--- src/rtl/pdw_pkg.sv ---
package pdw_pkg;

  typedef enum logic [2:0] {
    ST_RUN,
    ST_SLEEP,
    ST_OSC_UP,
    ST_PLL_SETTLE,
    ST_WAKE
  } pd_state_t;

  localparam int SRC_N      = 3;
  localparam int SRC_RESUME = 0;
  localparam int SRC_PIN    = 1;
  localparam int SRC_PIN2   = 2;

  localparam logic SEL_CTRL = 1'b0;
  localparam logic SEL_STAT = 1'b1;

  // last counter value of an interval of n cycles
  function automatic int unsigned last_tick(input int unsigned n);
    return (n == 0) ? 0 : n - 1;
  endfunction

  // gate the second pin when it serves as general I/O
  function automatic logic [SRC_N-1:0] wake_mask(input logic [SRC_N-1:0] raw,
                                                 input logic pin2_en);
    logic [SRC_N-1:0] m;
    m = raw;
    m[SRC_PIN2] = raw[SRC_PIN2] & pin2_en;
    return m;
  endfunction

  // sticky bits: clear on write-one, set wins
  function automatic logic [SRC_N-1:0] sticky_next(input logic [SRC_N-1:0] cur,
                                                   input logic [SRC_N-1:0] clr,
                                                   input logic [SRC_N-1:0] set);
    return (cur & ~clr) | set;
  endfunction

endpackage

--- src/rtl/pdw_sync.sv ---
module pdw_sync #(
  parameter int W      = 3,
  parameter int STAGES = 2
) (
  input  logic         clk,
  input  logic         rst_n,
  input  logic [W-1:0] din,
  output logic [W-1:0] dout
);
  logic [W-1:0] pipe [STAGES];

  always_ff @(posedge clk or negedge rst_n) begin
    if (!rst_n) pipe[0] <= '0;
    else        pipe[0] <= din;
  end

  for (genvar s = 1; s < STAGES; s++) begin : g_stage
    always_ff @(posedge clk or negedge rst_n) begin
      if (!rst_n) pipe[s] <= '0;
      else        pipe[s] <= pipe[s-1];
    end
  end

  assign dout = pipe[STAGES-1];
endmodule

--- src/rtl/pdw_timer.sv ---
module pdw_timer
  import pdw_pkg::*;
#(
  parameter int unsigned OSC_CYCLES    = 4,
  parameter int unsigned SETTLE_CYCLES = 9600
) (
  input  logic clk,
  input  logic rst_n,
  input  logic clr,
  input  logic run,
  input  logic sel_settle,
  output logic done
);
  localparam int unsigned MAXC  = (OSC_CYCLES > SETTLE_CYCLES) ? OSC_CYCLES : SETTLE_CYCLES;
  localparam int          CNT_W = $clog2(MAXC + 1);
  localparam logic [CNT_W-1:0] OSC_LAST = CNT_W'(last_tick(OSC_CYCLES));
  localparam logic [CNT_W-1:0] SET_LAST = CNT_W'(last_tick(SETTLE_CYCLES));

  logic [CNT_W-1:0] cnt;
  logic [CNT_W-1:0] last;

  assign last = sel_settle ? SET_LAST : OSC_LAST;
  assign done = run && (cnt == last);

  always_ff @(posedge clk or negedge rst_n) begin
    if (!rst_n)   cnt <= '0;
    else if (clr) cnt <= '0;
    else if (run) cnt <= cnt + 1'b1;
  end

  // a running count never passes its interval
  a_r4_cnt_in_window: assert property (@(posedge clk) disable iff (!rst_n)
    run |-> (cnt <= last));
endmodule

--- src/rtl/pdw_fsm.sv ---
module pdw_fsm
  import pdw_pkg::*;
(
  input  logic             clk,
  input  logic             rst_n,
  input  logic             pd_req,
  input  logic [SRC_N-1:0] wake_vec,
  input  logic             tmr_done,
  output logic             tmr_clr,
  output logic             tmr_run,
  output logic             tmr_sel_settle,
  output logic             wake_take,
  output logic             in_run,
  output logic             seq_done,
  output logic             osc_en,
  output logic             pll_en,
  output logic             pll_lock,
  output logic             wake_irq
);
  pd_state_t state, nxt;
  logic      wake_any;

  assign wake_any = |wake_vec;

  always_comb begin
    nxt = state;
    unique case (state)
      ST_RUN:        if (pd_req)   nxt = wake_any ? ST_WAKE : ST_SLEEP;
      ST_SLEEP:      if (wake_any) nxt = ST_OSC_UP;
      ST_OSC_UP:     if (tmr_done) nxt = ST_PLL_SETTLE;
      ST_PLL_SETTLE: if (tmr_done) nxt = ST_WAKE;
      ST_WAKE:                     nxt = ST_RUN;
      default:                     nxt = ST_RUN;
    endcase
  end

  always_ff @(posedge clk or negedge rst_n) begin
    if (!rst_n) state <= ST_RUN;
    else        state <= nxt;
  end

  assign tmr_clr        = (nxt != state);
  assign tmr_run        = (state == ST_OSC_UP) || (state == ST_PLL_SETTLE);
  assign tmr_sel_settle = (state == ST_PLL_SETTLE);
  assign wake_take      = wake_any && (((state == ST_RUN) && pd_req) || (state == ST_SLEEP));
  assign in_run         = (state == ST_RUN);
  assign seq_done       = (state == ST_WAKE);

  assign osc_en   = (state != ST_SLEEP);
  assign pll_en   = (state != ST_SLEEP) && (state != ST_OSC_UP);
  assign pll_lock = (state == ST_RUN) || (state == ST_WAKE);
  assign wake_irq = (state == ST_WAKE);

  // clocks stop only after a request
  a_r2_stop_needs_request: assert property (@(posedge clk) disable iff (!rst_n)
    $fell(osc_en) |-> $past(pd_req));
  // oscillator restarts only on a wake level
  a_r3_restart_needs_wake: assert property (@(posedge clk) disable iff (!rst_n)
    $rose(osc_en) |-> $past(wake_any));
  // PLL never runs without the oscillator
  a_r4_pll_after_osc: assert property (@(posedge clk) disable iff (!rst_n)
    pll_en |-> osc_en);
  // interrupt is one cycle wide
  a_r5_irq_single: assert property (@(posedge clk) disable iff (!rst_n)
    wake_irq |=> !wake_irq);
  // lock returns together with the interrupt
  a_r5_lock_with_irq: assert property (@(posedge clk) disable iff (!rst_n)
    $rose(pll_lock) |-> wake_irq);
endmodule

--- src/rtl/pdw_regs.sv ---
module pdw_regs
  import pdw_pkg::*;
(
  input  logic             clk,
  input  logic             rst_n,
  input  logic             reg_wr,
  input  logic             reg_sel,
  input  logic [SRC_N-1:0] reg_wdata,
  output logic [SRC_N-1:0] reg_rdata,
  input  logic             in_run,
  input  logic             seq_done,
  input  logic             wake_take,
  input  logic [SRC_N-1:0] wake_vec,
  output logic             ctrl_pd,
  output logic             ctrl_pin2_en
);
  logic [SRC_N-1:0] status;
  logic [SRC_N-1:0] clr_bits;
  logic [SRC_N-1:0] set_bits;
  logic             ctrl_wr;

  assign ctrl_wr  = reg_wr && (reg_sel == SEL_CTRL);
  assign clr_bits = (reg_wr && (reg_sel == SEL_STAT)) ? reg_wdata : '0;
  assign set_bits = wake_take ? wake_vec : '0;

  always_ff @(posedge clk or negedge rst_n) begin
    if (!rst_n) begin
      ctrl_pd      <= 1'b0;
      ctrl_pin2_en <= 1'b1;
    end else begin
      if (seq_done)             ctrl_pd <= 1'b0;
      else if (ctrl_wr && in_run) ctrl_pd <= reg_wdata[0];
      if (ctrl_wr)              ctrl_pin2_en <= reg_wdata[1];
    end
  end

  always_ff @(posedge clk or negedge rst_n) begin
    if (!rst_n) status <= '0;
    else        status <= sticky_next(status, clr_bits, set_bits);
  end

  assign reg_rdata = (reg_sel == SEL_STAT) ? status
                                           : {{(SRC_N-2){1'b0}}, ctrl_pin2_en, ctrl_pd};

  // every source present at a taken wake is recorded
  a_r6_take_recorded: assert property (@(posedge clk) disable iff (!rst_n)
    wake_take |=> ((status & $past(wake_vec)) == $past(wake_vec)));
  // request bit holds outside the running state
  a_r10_req_frozen: assert property (@(posedge clk) disable iff (!rst_n)
    (!in_run && !seq_done) |=> (ctrl_pd == $past(ctrl_pd)));
  // request bit clears once the sequence ends
  a_r5_req_cleared: assert property (@(posedge clk) disable iff (!rst_n)
    seq_done |=> !ctrl_pd);
endmodule

--- src/rtl/pd_wake_seq.sv ---
module pd_wake_seq
  import pdw_pkg::*;
#(
  parameter int unsigned OSC_CYCLES    = 4,
  parameter int unsigned SETTLE_CYCLES = 9600,
  parameter int          SYNC_STAGES   = 2
) (
  input  logic             clk,
  input  logic             rst_n,
  input  logic             reg_wr,
  input  logic             reg_sel,
  input  logic [SRC_N-1:0] reg_wdata,
  output logic [SRC_N-1:0] reg_rdata,
  input  logic             usb_resume,
  input  logic             wake_pin,
  input  logic             wake2_pin,
  output logic             osc_en,
  output logic             pll_en,
  output logic             pll_lock,
  output logic             wake_irq
);
  logic [SRC_N-1:0] raw_vec, sync_vec, wake_vec;
  logic ctrl_pd, ctrl_pin2_en;
  logic tmr_clr, tmr_run, tmr_sel_settle, tmr_done;
  logic wake_take, in_run, seq_done;

  always_comb begin
    raw_vec = '0;
    raw_vec[SRC_RESUME] = usb_resume;
    raw_vec[SRC_PIN]    = wake_pin;
    raw_vec[SRC_PIN2]   = wake2_pin;
  end

  pdw_sync #(.W(SRC_N), .STAGES(SYNC_STAGES)) u_sync (
    .clk(clk), .rst_n(rst_n), .din(raw_vec), .dout(sync_vec));

  assign wake_vec = wake_mask(sync_vec, ctrl_pin2_en);

  pdw_timer #(.OSC_CYCLES(OSC_CYCLES), .SETTLE_CYCLES(SETTLE_CYCLES)) u_timer (
    .clk(clk), .rst_n(rst_n), .clr(tmr_clr), .run(tmr_run),
    .sel_settle(tmr_sel_settle), .done(tmr_done));

  pdw_fsm u_fsm (
    .clk(clk), .rst_n(rst_n), .pd_req(ctrl_pd), .wake_vec(wake_vec),
    .tmr_done(tmr_done), .tmr_clr(tmr_clr), .tmr_run(tmr_run),
    .tmr_sel_settle(tmr_sel_settle), .wake_take(wake_take), .in_run(in_run),
    .seq_done(seq_done), .osc_en(osc_en), .pll_en(pll_en),
    .pll_lock(pll_lock), .wake_irq(wake_irq));

  pdw_regs u_regs (
    .clk(clk), .rst_n(rst_n), .reg_wr(reg_wr), .reg_sel(reg_sel),
    .reg_wdata(reg_wdata), .reg_rdata(reg_rdata), .in_run(in_run),
    .seq_done(seq_done), .wake_take(wake_take), .wake_vec(wake_vec),
    .ctrl_pd(ctrl_pd), .ctrl_pin2_en(ctrl_pin2_en));

  // a disabled second pin never ends sleep alone
  a_r8_pin2_gated: assert property (@(posedge clk) disable iff (!rst_n)
    ($rose(osc_en) && !ctrl_pin2_en) |-> $past(sync_vec[SRC_RESUME] | sync_vec[SRC_PIN]));
endmodule

--- config.mk ---
export PLATFORM = sky130hd
export DESIGN_NAME = pd_wake_seq
export DESIGN_NICKNAME = d
export VERILOG_FILES = /design/src/rtl/pdw_pkg.sv /design/src/rtl/pdw_sync.sv /design/src/rtl/pdw_timer.sv /design/src/rtl/pdw_fsm.sv /design/src/rtl/pdw_regs.sv /design/src/rtl/pd_wake_seq.sv
export SDC_FILE = /design/constraint.sdc
export NUM_CORES = 1
export LEC_CHECK = 0
export ABC_CLOCK_PERIOD_IN_PS = 3500
export BUFFER_PORTS_ARGS = -buffer_cell sky130_fd_sc_hd__buf_2
export CAP_MARGIN = 20
export CELL_PAD_IN_SITES_DETAIL_PLACEMENT = 2
export CELL_PAD_IN_SITES_GLOBAL_PLACEMENT = 2
export CORE_MARGIN = 2
export CORE_UTILIZATION = 37
export CTS_CLUSTER_SIZE = 24
export DETAILED_ROUTE_END_ITERATION = 10
export GPL_ROUTABILITY_DRIVEN = 0
export HOLD_SLACK_MARGIN = 0.08
export PLACE_DENSITY = 0.77
export REMOVE_ABC_BUFFERS = 1
export SLEW_MARGIN = 20
export SYNTH_ARGS = -nofsm -noshare
export SYNTH_HDL_FRONTEND = slang
export SYNTH_HIERARCHICAL = 1
export SYNTH_SLANG_ARGS = --single-unit
--- constraint.sdc ---
create_clock -name clk -period 3.5 [get_ports clk]
set_clock_uncertainty 0.1 [all_clocks]
set_input_delay 0.525 -clock clk [delete_from_list [all_inputs] [get_ports clk]]
set_output_delay 0.525 -clock clk [all_outputs]
set_load 0.05 [all_outputs]
**Yosys cells after proc, flatten, opt, wreduce, memory -nomap -nowiden**

Index checks and enable logic that the tools add are counted.
W data, S select, Z words.

- Register bits after elaboration: 28
- Bits of input ports: 10
- Logic and storage cells: 49

- Equality and inequality tests: 8
- Reductions and logical operators: 14
- Bitwise logic cells: 5
- Add/subtract/negate cells: 1
- Multiplexer cells: 14

Operators by type and width:

| kind | count |
|---|---|
| $mux W14 | 3 |
| $mux W3 | 8 |
| $add A14 B1 Y14 const B | 1 |
| $eq A14 B14 Y1 | 1 |
| $pmux W3 S4 | 1 |
| $logic_and A1 B1 Y1 | 7 |
| $eq A3 B2 Y1 const B | 2 |
| $reduce_bool A2 Y1 | 2 |
| $and A3 B3 Y3 | 1 |
| $eq A3 B1 Y1 const B | 1 |
| $eq A3 B3 Y1 const B | 1 |
| $logic_not A3 Y1 | 1 |
| $logic_or A1 B1 Y1 | 3 |
| $ne A3 B1 Y1 const B | 1 |
| $ne A3 B2 Y1 const B | 1 |
| $ne A3 B3 Y1 | 1 |
| $not A3 Y3 | 1 |
| $or A3 B3 Y3 | 1 |
| $reduce_or A3 Y1 | 1 |
| $mux W1 | 2 |
| $and A1 B1 Y1 | 1 |
| $not A1 Y1 | 1 |

**Longest topological paths before layout**

Gate-level depths: netlist (run 1).

- Word-level depth: 8
- Depth in mapped cells: 10
- Gate-level depth less buffers: 8

**Modules after synthesis**

The synthesis (run 1) kept the hierarchy.

By module, submodules not included:

| module | cells an instance | times used | area an instance (um^2) | sequential area each (um^2) |
|---|---|---|---|---|
| pdw_timer | 85 | 1 | 810.8 | 350.3 |
| pdw_fsm | 31 | 1 | 269.0 | 75.1 |
| pdw_regs | 20 | 1 | 251.5 | 126.4 |
| pdw_sync | 9 | 1 | 172.7 | 150.1 |
| pd_wake_seq | 1 | 1 | 6.3 | 0.0 |

**Least setup slack after synthesis (run 1)**

No wires, ideal clock.

- Kind: flip-flop to flip-flop
- Start: reg u_fsm.state[1]
- End: reg u_timer.cnt[11]
- Data arrival time: 2,299 ps
- Data required time: 3,275 ps
- Stages on the path, launching flop included: 10
- Setup time: 125 ps
- Slack: 976 ps
- Period minus slack after synthesis: 2,524 ps
- Buffers on the path: 1
- Cell sequence: dfrtp_1 -> buf_4 -> and3b_1 -> nor4_1 -> and3_1 -> o2111a_1 -> a211o_1 -> o2111ai_2 -> nor4_1 -> mux2_2

- Cells in the longest elaborated chain, start to end: 8
- Elaborated cells between the ends (all ways): 16

Ends and longest elaborated chain:

| element | line | source |
|---|---|---|
| start: declaration | pdw_fsm.sv:20 | `pd_state_t state, nxt;` |
| start signal: assignment | pdw_fsm.sv:39 | `else state <= nxt;` |
| $eq A3 B2 Y1 * | pdw_fsm.sv:44 | `assign tmr_sel_settle = (state == ST_PLL_SETTLE);` |
| net tmr_sel_settle | pd_wake_seq.sv:24 | `logic tmr_clr, tmr_run, tmr_sel_settle, tmr_done;` |
| $mux W14 | pdw_timer.sv:22 | `assign last = sel_settle ? SET_LAST : OSC_LAST;` |
| $eq A14 B14 Y1 | pdw_timer.sv:23 | `assign done = run && (cnt == last);` |
| $logic_and A1 B1 Y1 * | pdw_timer.sv:23 |  |
| net tmr_done | pd_wake_seq.sv:24 |  |
| $mux W3 (on tied branches) | pdw_fsm.sv:31, pdw_fsm.sv:30 |  |
| $pmux W3 S4 * | pdw_fsm.sv:27 | `unique case (state)` |
| $ne A3 B3 Y1 * | pdw_fsm.sv:42 | `assign tmr_clr = (nxt != state);` |
| net tmr_clr | pd_wake_seq.sv:24 |  |
| $mux W14 or $reduce_bool A2 Y1 (tied branches) | n/a |  |
| end signal: assignment | pdw_timer.sv:28 | `else if (run) cnt <= cnt + 1'b1;` |
| end: declaration | pdw_timer.sv:19 | `logic [CNT_W-1:0] cnt;` |

The timed path passes the listed nets; every way through them passes the cells marked *.
A chain may end at the register's enable or synchronous reset.

**Worst setup path after layout (run 1)**

Ends and elaborated chain as after synthesis.

==> results of run 1 <==
==> cell families (layout without fill, tap and decap cells) <==
| group | count (synthesis) | after routing | share of synthesized area |
|---|---|---|---|
| AOI/OAI and AO/OA | 21 | 21 | 0.101 |
| DFF | 28 | 28 | 0.465 |
| adders and majority gates | 1 | 1 | 0.00828 |
| and+or+nand+nor | 68 | 68 | 0.274 |
| muxes | 10 | 10 | 0.0754 |
| xor gates and xnor gates | 4 | 4 | 0.0232 |
| buffers and inverters | 14 | 24 | 0.0530 |
==> flip-flops by register name, summed over array words and instances, names as in the netlist <==
name	count
u_timer/cnt	14
u_fsm/state	3
u_regs/status	3
u_sync/dout	3
u_sync/pipe	3
u_regs/ctrl_pd	1
u_regs/ctrl_pin2_en	1
==> through the flow <==
step	utilization	instance area, um^2
global placement	0.402	1600
detailed placement	0.402	1600
finish	0.420	1670
CTS	0.420	1670
global route	0.420	1670
floorplan	-	1440
==> routing by layer <==
layer | wire (um) | vias to the layer above
li1 | - | 542
met3 | 77 | 2
met1 | 1640 | 598
met5 | 0 | -
met4 | 17 | 0
met2 | 2120 | 9
==> Yosys cell counts (all sizes together) <==
master   instances  area (um^2)
nand2b           3         18.8
nor4             9         56.3
o2111ai          1         15.0
nor3             3         26.3
buf             11         67.6
dfstp            1         26.3
a211oi           2         15.0
mux2i            2         20.0
mux2             8         93.8
and3b            1         8.76
clkbuf           1         5.00
or3              3         20.0
a21o             1         7.51
a211o            1         8.76
o2111a           1         11.3
nand2            6         22.5
a22o             3         26.3
ha               1         12.5
or4              1         7.51
o31ai            1         7.51
nand3            6         30.0
o21ai            4         20.0
nor4b            1         15.0
inv              2         7.51
a21oi            5         25.0
xnor2            1         8.76
nor2b            8         52.6
xor2             3         26.3
o211ai           1         7.51
nand3b           2         15.0
nor2            14         52.6
and2             3         20.0
a2bb2oi          1         8.76
or2b             1         7.51
and3             1         6.26
nand4            5         46.3
or3b             1         8.76
dfrtp           27          676
==> path summary, 6_finish.rpt <==
check	slack, ps	cells after the start	endpoint
setup / recovery	440	8	u_timer/cnt[11]
hold / removal	150	1	u_timer/cnt[7]
setup reg to reg	440	8	u_timer/cnt[11]
hold reg to reg	260	0	u_sync/dout[1]
max in group asynchronous	2730	1	u_fsm/state[0]
min in group clk	240	1	u_sync/pipe[4]
==> power groups by stage <==
| stage | clock (W) | combinational [W] | sequential (W) |
|---|---|---|---|
| final | 0.000261 | 0.000557 | 0.000468 |
| after global routing | 0.000281 | 0.000608 | 0.000479 |
| after CTS | 0.000267 | 0.000568 | 0.000468 |
| after detailed placement | 0 | 0.000557 | 0.000469 |
| after global placement | 0 | 0.000533 | 0.000461 |
| after floorplan | 0 | 0.000407 | 0.000442 |
==> final cells by class <==
type,count,area (um^2),share of cell area
multi-input combinational,104,728,0.437
sequential,28,702,0.421
timing repair buffer,18,95.1,0.0571
tap,50,62.6,0.0375
clock buffer,3,41.3,0.0248
clock inverter,1,30.0,0.0180
inverter,2,7.51,0.00450
==> critical path: cells and delay by family, from the launching register on <==
family | cells | cell delay [ps]
mux | 1 | 380
simple gates | 4 | 940
compound gates | 3 | 920
flops | 1 | 620
==> cells in the final DEF (no fill, tap or decap), drive strengths merged, types with 2 or more instances in the layout <==
cell type	n
clkbuf	3
o21ai	4
inv	2
and2	3
nand4	5
or3	3
a21oi	5
dfrtp	27
buf	18
xor2	3
nand2	6
nand2b	3
a22o	3
nor2b	8
mux2	8
nor3	3
mux2i	2
nor4	9
nand3	6
a211oi	2
nor2	14
nand3b	2
==> metrics, run 1 <==
status finished clean; PD cells 772 mW/mm^2; setup tns final 0 ps; Crit Path Max Fanout 15; post-route insts no fill 206; Sw Pwr 0.000570 W; vias 1151; post-synthesis cell count 146; synthesized cell area 0.00151 mm^2; H-tree depth 1; CTS buffer count 3; Port Buf Inserts 16; Req. time, crit path 3570 ps; Synth-to-Final Area Change 10.4%; starting density of the core 0.380; period utilization 0.875; row cnt 23; Hold WS 146 ps; achievable frequency 0.327 GHz; peak supply drop 391 uV; Post-Place Cells 202; CTS tree done; MaxCap Viol Count 0; Tot Pwr 0.00129 W; initial drt markers 67; Slew headroom 0.553; Final Setup Violations 0; CTS sink cnt 28; crit end category flop; post-place setup slack 538 ps; first-pass GRT wire length 6580 um; layout cell share with drive strength beyond 1 0.244; r2r startpoint u_fsm/state[1]; part of the power in registers 0.363; GR Util met1 0.252; GR peak layer met2; Yosys reg bits 28; Filler Cells Inserted 432; Crit path arrival time 3140 ps; CP max stage cell dfrtp_1; CP Cell Sequence and3b_1 > nand4_1 > nor3_1 > o2111a_1 > a211o_1 > o2111ai_2 > nor4_1 > mux2_2; synthesized area per cell 10.3 um^2; I/O Pins 17; Hold Buf Count CTS 0; Die X 67.9 um; Die Ht 67.9 um; Slew @ Worst Pin 664 ps; vias in the first global route 1239; antenna violations before repair 0; Logic pwr share 0.433; clk buf depth 2; Nets 168; Worst setup SP type flop; Cell variety after synth 45; Final Worst Setup Slack 439 ps; Clk pwr share 0.203; n_diodes 0; Std-Cell Core Area 0.00397 mm^2; Total Wirelength 3850 um; grt met2 use 0.342; Leakage 0.718 nW; Final ANT Viol Nets 0; Root Buffer clkbuf_8; Final Hold Viols 0; crit-path max cell delay 620 ps; switching share of power 0.443; Slew Limit Fails 0; hpwl dp 2650 um; RSZ-0062 raised after global routing false; post-DR wirelength/cell 18.7 um; vias per inst 5.59; critical path startpoint u_fsm/state[1]; Ys Warns 6; pin count of the biggest net entering global routing 29; DRC 0; Worst-path clk slew 100 ps; Pint 0.000716 W; global routing usage on met3 0.0395; critical path type reg2reg; worst skew pair latency 280 ps; Seq/Total Area, Yosys 0.465; total track usage 0.193; router iterations before antenna repair 4; Final min period 3060 ps; die area 0.00461 mm^2; HP Class in2async; Overflow after GRT 0; CTS resizes 0; post-CTS setup buffers 0
Note: power is estimated with default switching activity, not from simulation.
==> run 2, diff against run 1 <==
CORE_MARGIN = default   (was 2)
PLACE_DENSITY = 0.83   (was 0.77)
==> run 2 against run 1 <==
Net effect: combinational power down 1%; wire length shrank 1.8%; clock power increased by 2%; global-route usage is 0.33 points higher; worst setup slack improved by 230 ps; non-clock buffer count unchanged; core utilization rose by 1.8 points; largest cell class unchanged; largest power group unchanged.
==> metrics, run 2 (synthesis gave the netlist of run 1 again) <==
status finished clean; Total Wirelength 3780 um (-1.8%); pin count of the biggest net entering global routing 29 (unchanged); Hold Buf Count CTS 0 (unchanged); total track usage 0.197 (+0.00326); Final ANT Viol Nets 0 (unchanged); Crit path buffers/inverters 0 (unchanged); PD cells 766 mW/mm^2 (-0.74%); WP depth 8 (unchanged); row cnt 22 (-4.3%); post-place setup slack 707 ps (+169 ps); CTS buffer count 3 (unchanged); initial drt markers 23 (-66%); clk buf depth 2 (unchanged); n_diodes 0 (unchanged); RSZ-0062 raised after global routing false; post-DR wirelength/cell 18.5 um (-0.88%); die area 0.00434 mm^2 (-5.8%); Nets 168 (unchanged); period utilization 0.809 (-0.0659); router iterations before antenna repair 4 (unchanged); final instance area 0.00166 mm^2 (-0.15%); I/O Pins 17 (unchanged); Most common cell on crit path nor4_1; Slew headroom 0.563 (+0.00937); Overflow after GRT 0 (unchanged); Crit Path Max Fanout 15 (unchanged); vias in the first global route 1290 (+4.1%); peak supply drop 247 uV (-37%); Req. time, crit path 3580 ps (about the same); CP Cell Sequence and3b_1 > nor4_1 > and3_1 > o2111a_1 > a211o_1 > o21ai_0 > nor4_1 > mux2_2; MaxCap Viol Count 0 (unchanged); vias per inst 5.73 (+2.5%); Setup crit end u_timer/cnt[12]; Die X 65.9 um (-2.9%); flop-to-flop setup slack 670 ps (+230 ps); hpwl dp 2620 um (-0.99%); r2r startpoint u_fsm/state[1]; starting density of the core 0.398 (+0.0173); Leakage 0.718 nW (unchanged); Finished Core Util 0.438 (+0.0184); Final min period 2830 ps (-231 ps); post-CTS setup buffers 0 (unchanged); crit end category flop; CTS resizes 0 (unchanged); CTS tree done; CTS sink cnt 28 (unchanged); Final Setup Violations 0 (unchanged); DRC 0 (unchanged); most frequent cells in the layout 27 x dfrtp_1, 16 x buf_2, 14 x nor2_1, 9 x nor4_1; Final Hold Viols 0 (unchanged); worst skew pair latency 290 ps (about the same); cell depth of the worst flop-to-flop path 8 (unchanged); setup tns final 0 ps (unchanged); Die Ht 65.9 um (-2.9%); Root Buffer clkbuf_8; Slew Limit Fails 0 (unchanged); reg2reg end u_timer/cnt[12]; critical path type reg2reg; achievable frequency 0.353 GHz (+8.1%); crit-path leading delay family simple AND/OR/NAND/NOR gates; H-tree depth 1 (unchanged); Final Worst Setup Slack 669 ps (+231 ps); first-pass GRT wire length 6310 um (-4.1%); Top reg by flops u_timer/cnt; CP max stage cell dfrtp_1; Worst setup SP type flop; HP Class in2async; Port Buf Inserts 16 (unchanged); most common cell after layout, fill and taps aside dfrtp_1; Slew @ Worst Pin 656 ps (-7.93 ps); crit-path max cell delay 540 ps (-80 ps); critical path startpoint u_fsm/state[1]; Crit path arrival time 2910 ps (-230 ps); max reg flops 14 (unchanged); Std-Cell Core Area 0.00380 mm^2 (-4.3%); Post-DP Area 0.00159 mm^2 (-0.16%); vias 1168 (+1.5%); Filler Cells Inserted 409 (-5.3%); Synth-to-Final Area Change 10.2%; Worst-path clk slew 110 ps (about the same); layout cell share with drive strength beyond 1 0.244 (unchanged); Hold WS 150 ps (+3.79 ps); antenna violations before repair 0 (unchanged)
==> run 2: cell counts in the layout (fill, tap and decap cells not counted) <==
Identical to the previous run, type by type.
==> run 2: how the worst min path moves through the flow <==
| stage | startpoint | end | slack [ps] | cells after the start |
|---|---|---|---|---|
| finish | rst_n | u_fsm/state[1] | 150 | 1 |
| global route | rst_n | u_fsm/state[1] | 200 | 1 |
| CTS | rst_n | u_fsm/state[1] | 160 | 1 |
| detailed placement | u_sync/pipe[5] | u_sync/dout[2] | 240 | 0 |
| global placement | u_sync/pipe[4] | u_sync/dout[1] | 240 | 0 |
| floorplan | rst_n | u_fsm/state[0] | 130 | 0 |
==> run 2: through the flow <==
stage                     total power [W]  instances
final                             0.00128        204
after global routing              0.00135        204
after CTS                         0.00129        204
after detailed placement          0.00102        200
after global placement           0.000986        200
after floorplan                  0.000849        134
==> run 2: cell type report <==
cell class / instances / area [um^2] / share of cell area
clock inverters: 1 / 30.0 / 0.0180
inverters: 2 / 7.51 / 0.00451
clock buffers: 3 / 41.3 / 0.0248
multi-input cells: 104 / 728 / 0.438
flip-flops and latches: 28 / 702 / 0.422
well taps: 48 / 60.1 / 0.0361
repair buffers: 18 / 95.1 / 0.0571
==> run 2: per-layer routing <==
layer  GRT usage  up-vias  share of wire
li1            -      542              -
met1       0.258      612           0.47
met2       0.328       10           0.51
met3      0.0310        4          0.017
met4      0.0625        0         0.0082
met5           0        -              0
==> run 2: power breakdown <==
part	total (W)	internal (W)	switching, W
Sequential	0.000460	0.000377	0.0000823
Combinational	0.000549	0.000186	0.000363
Clock	0.000266	0.000154	0.000113
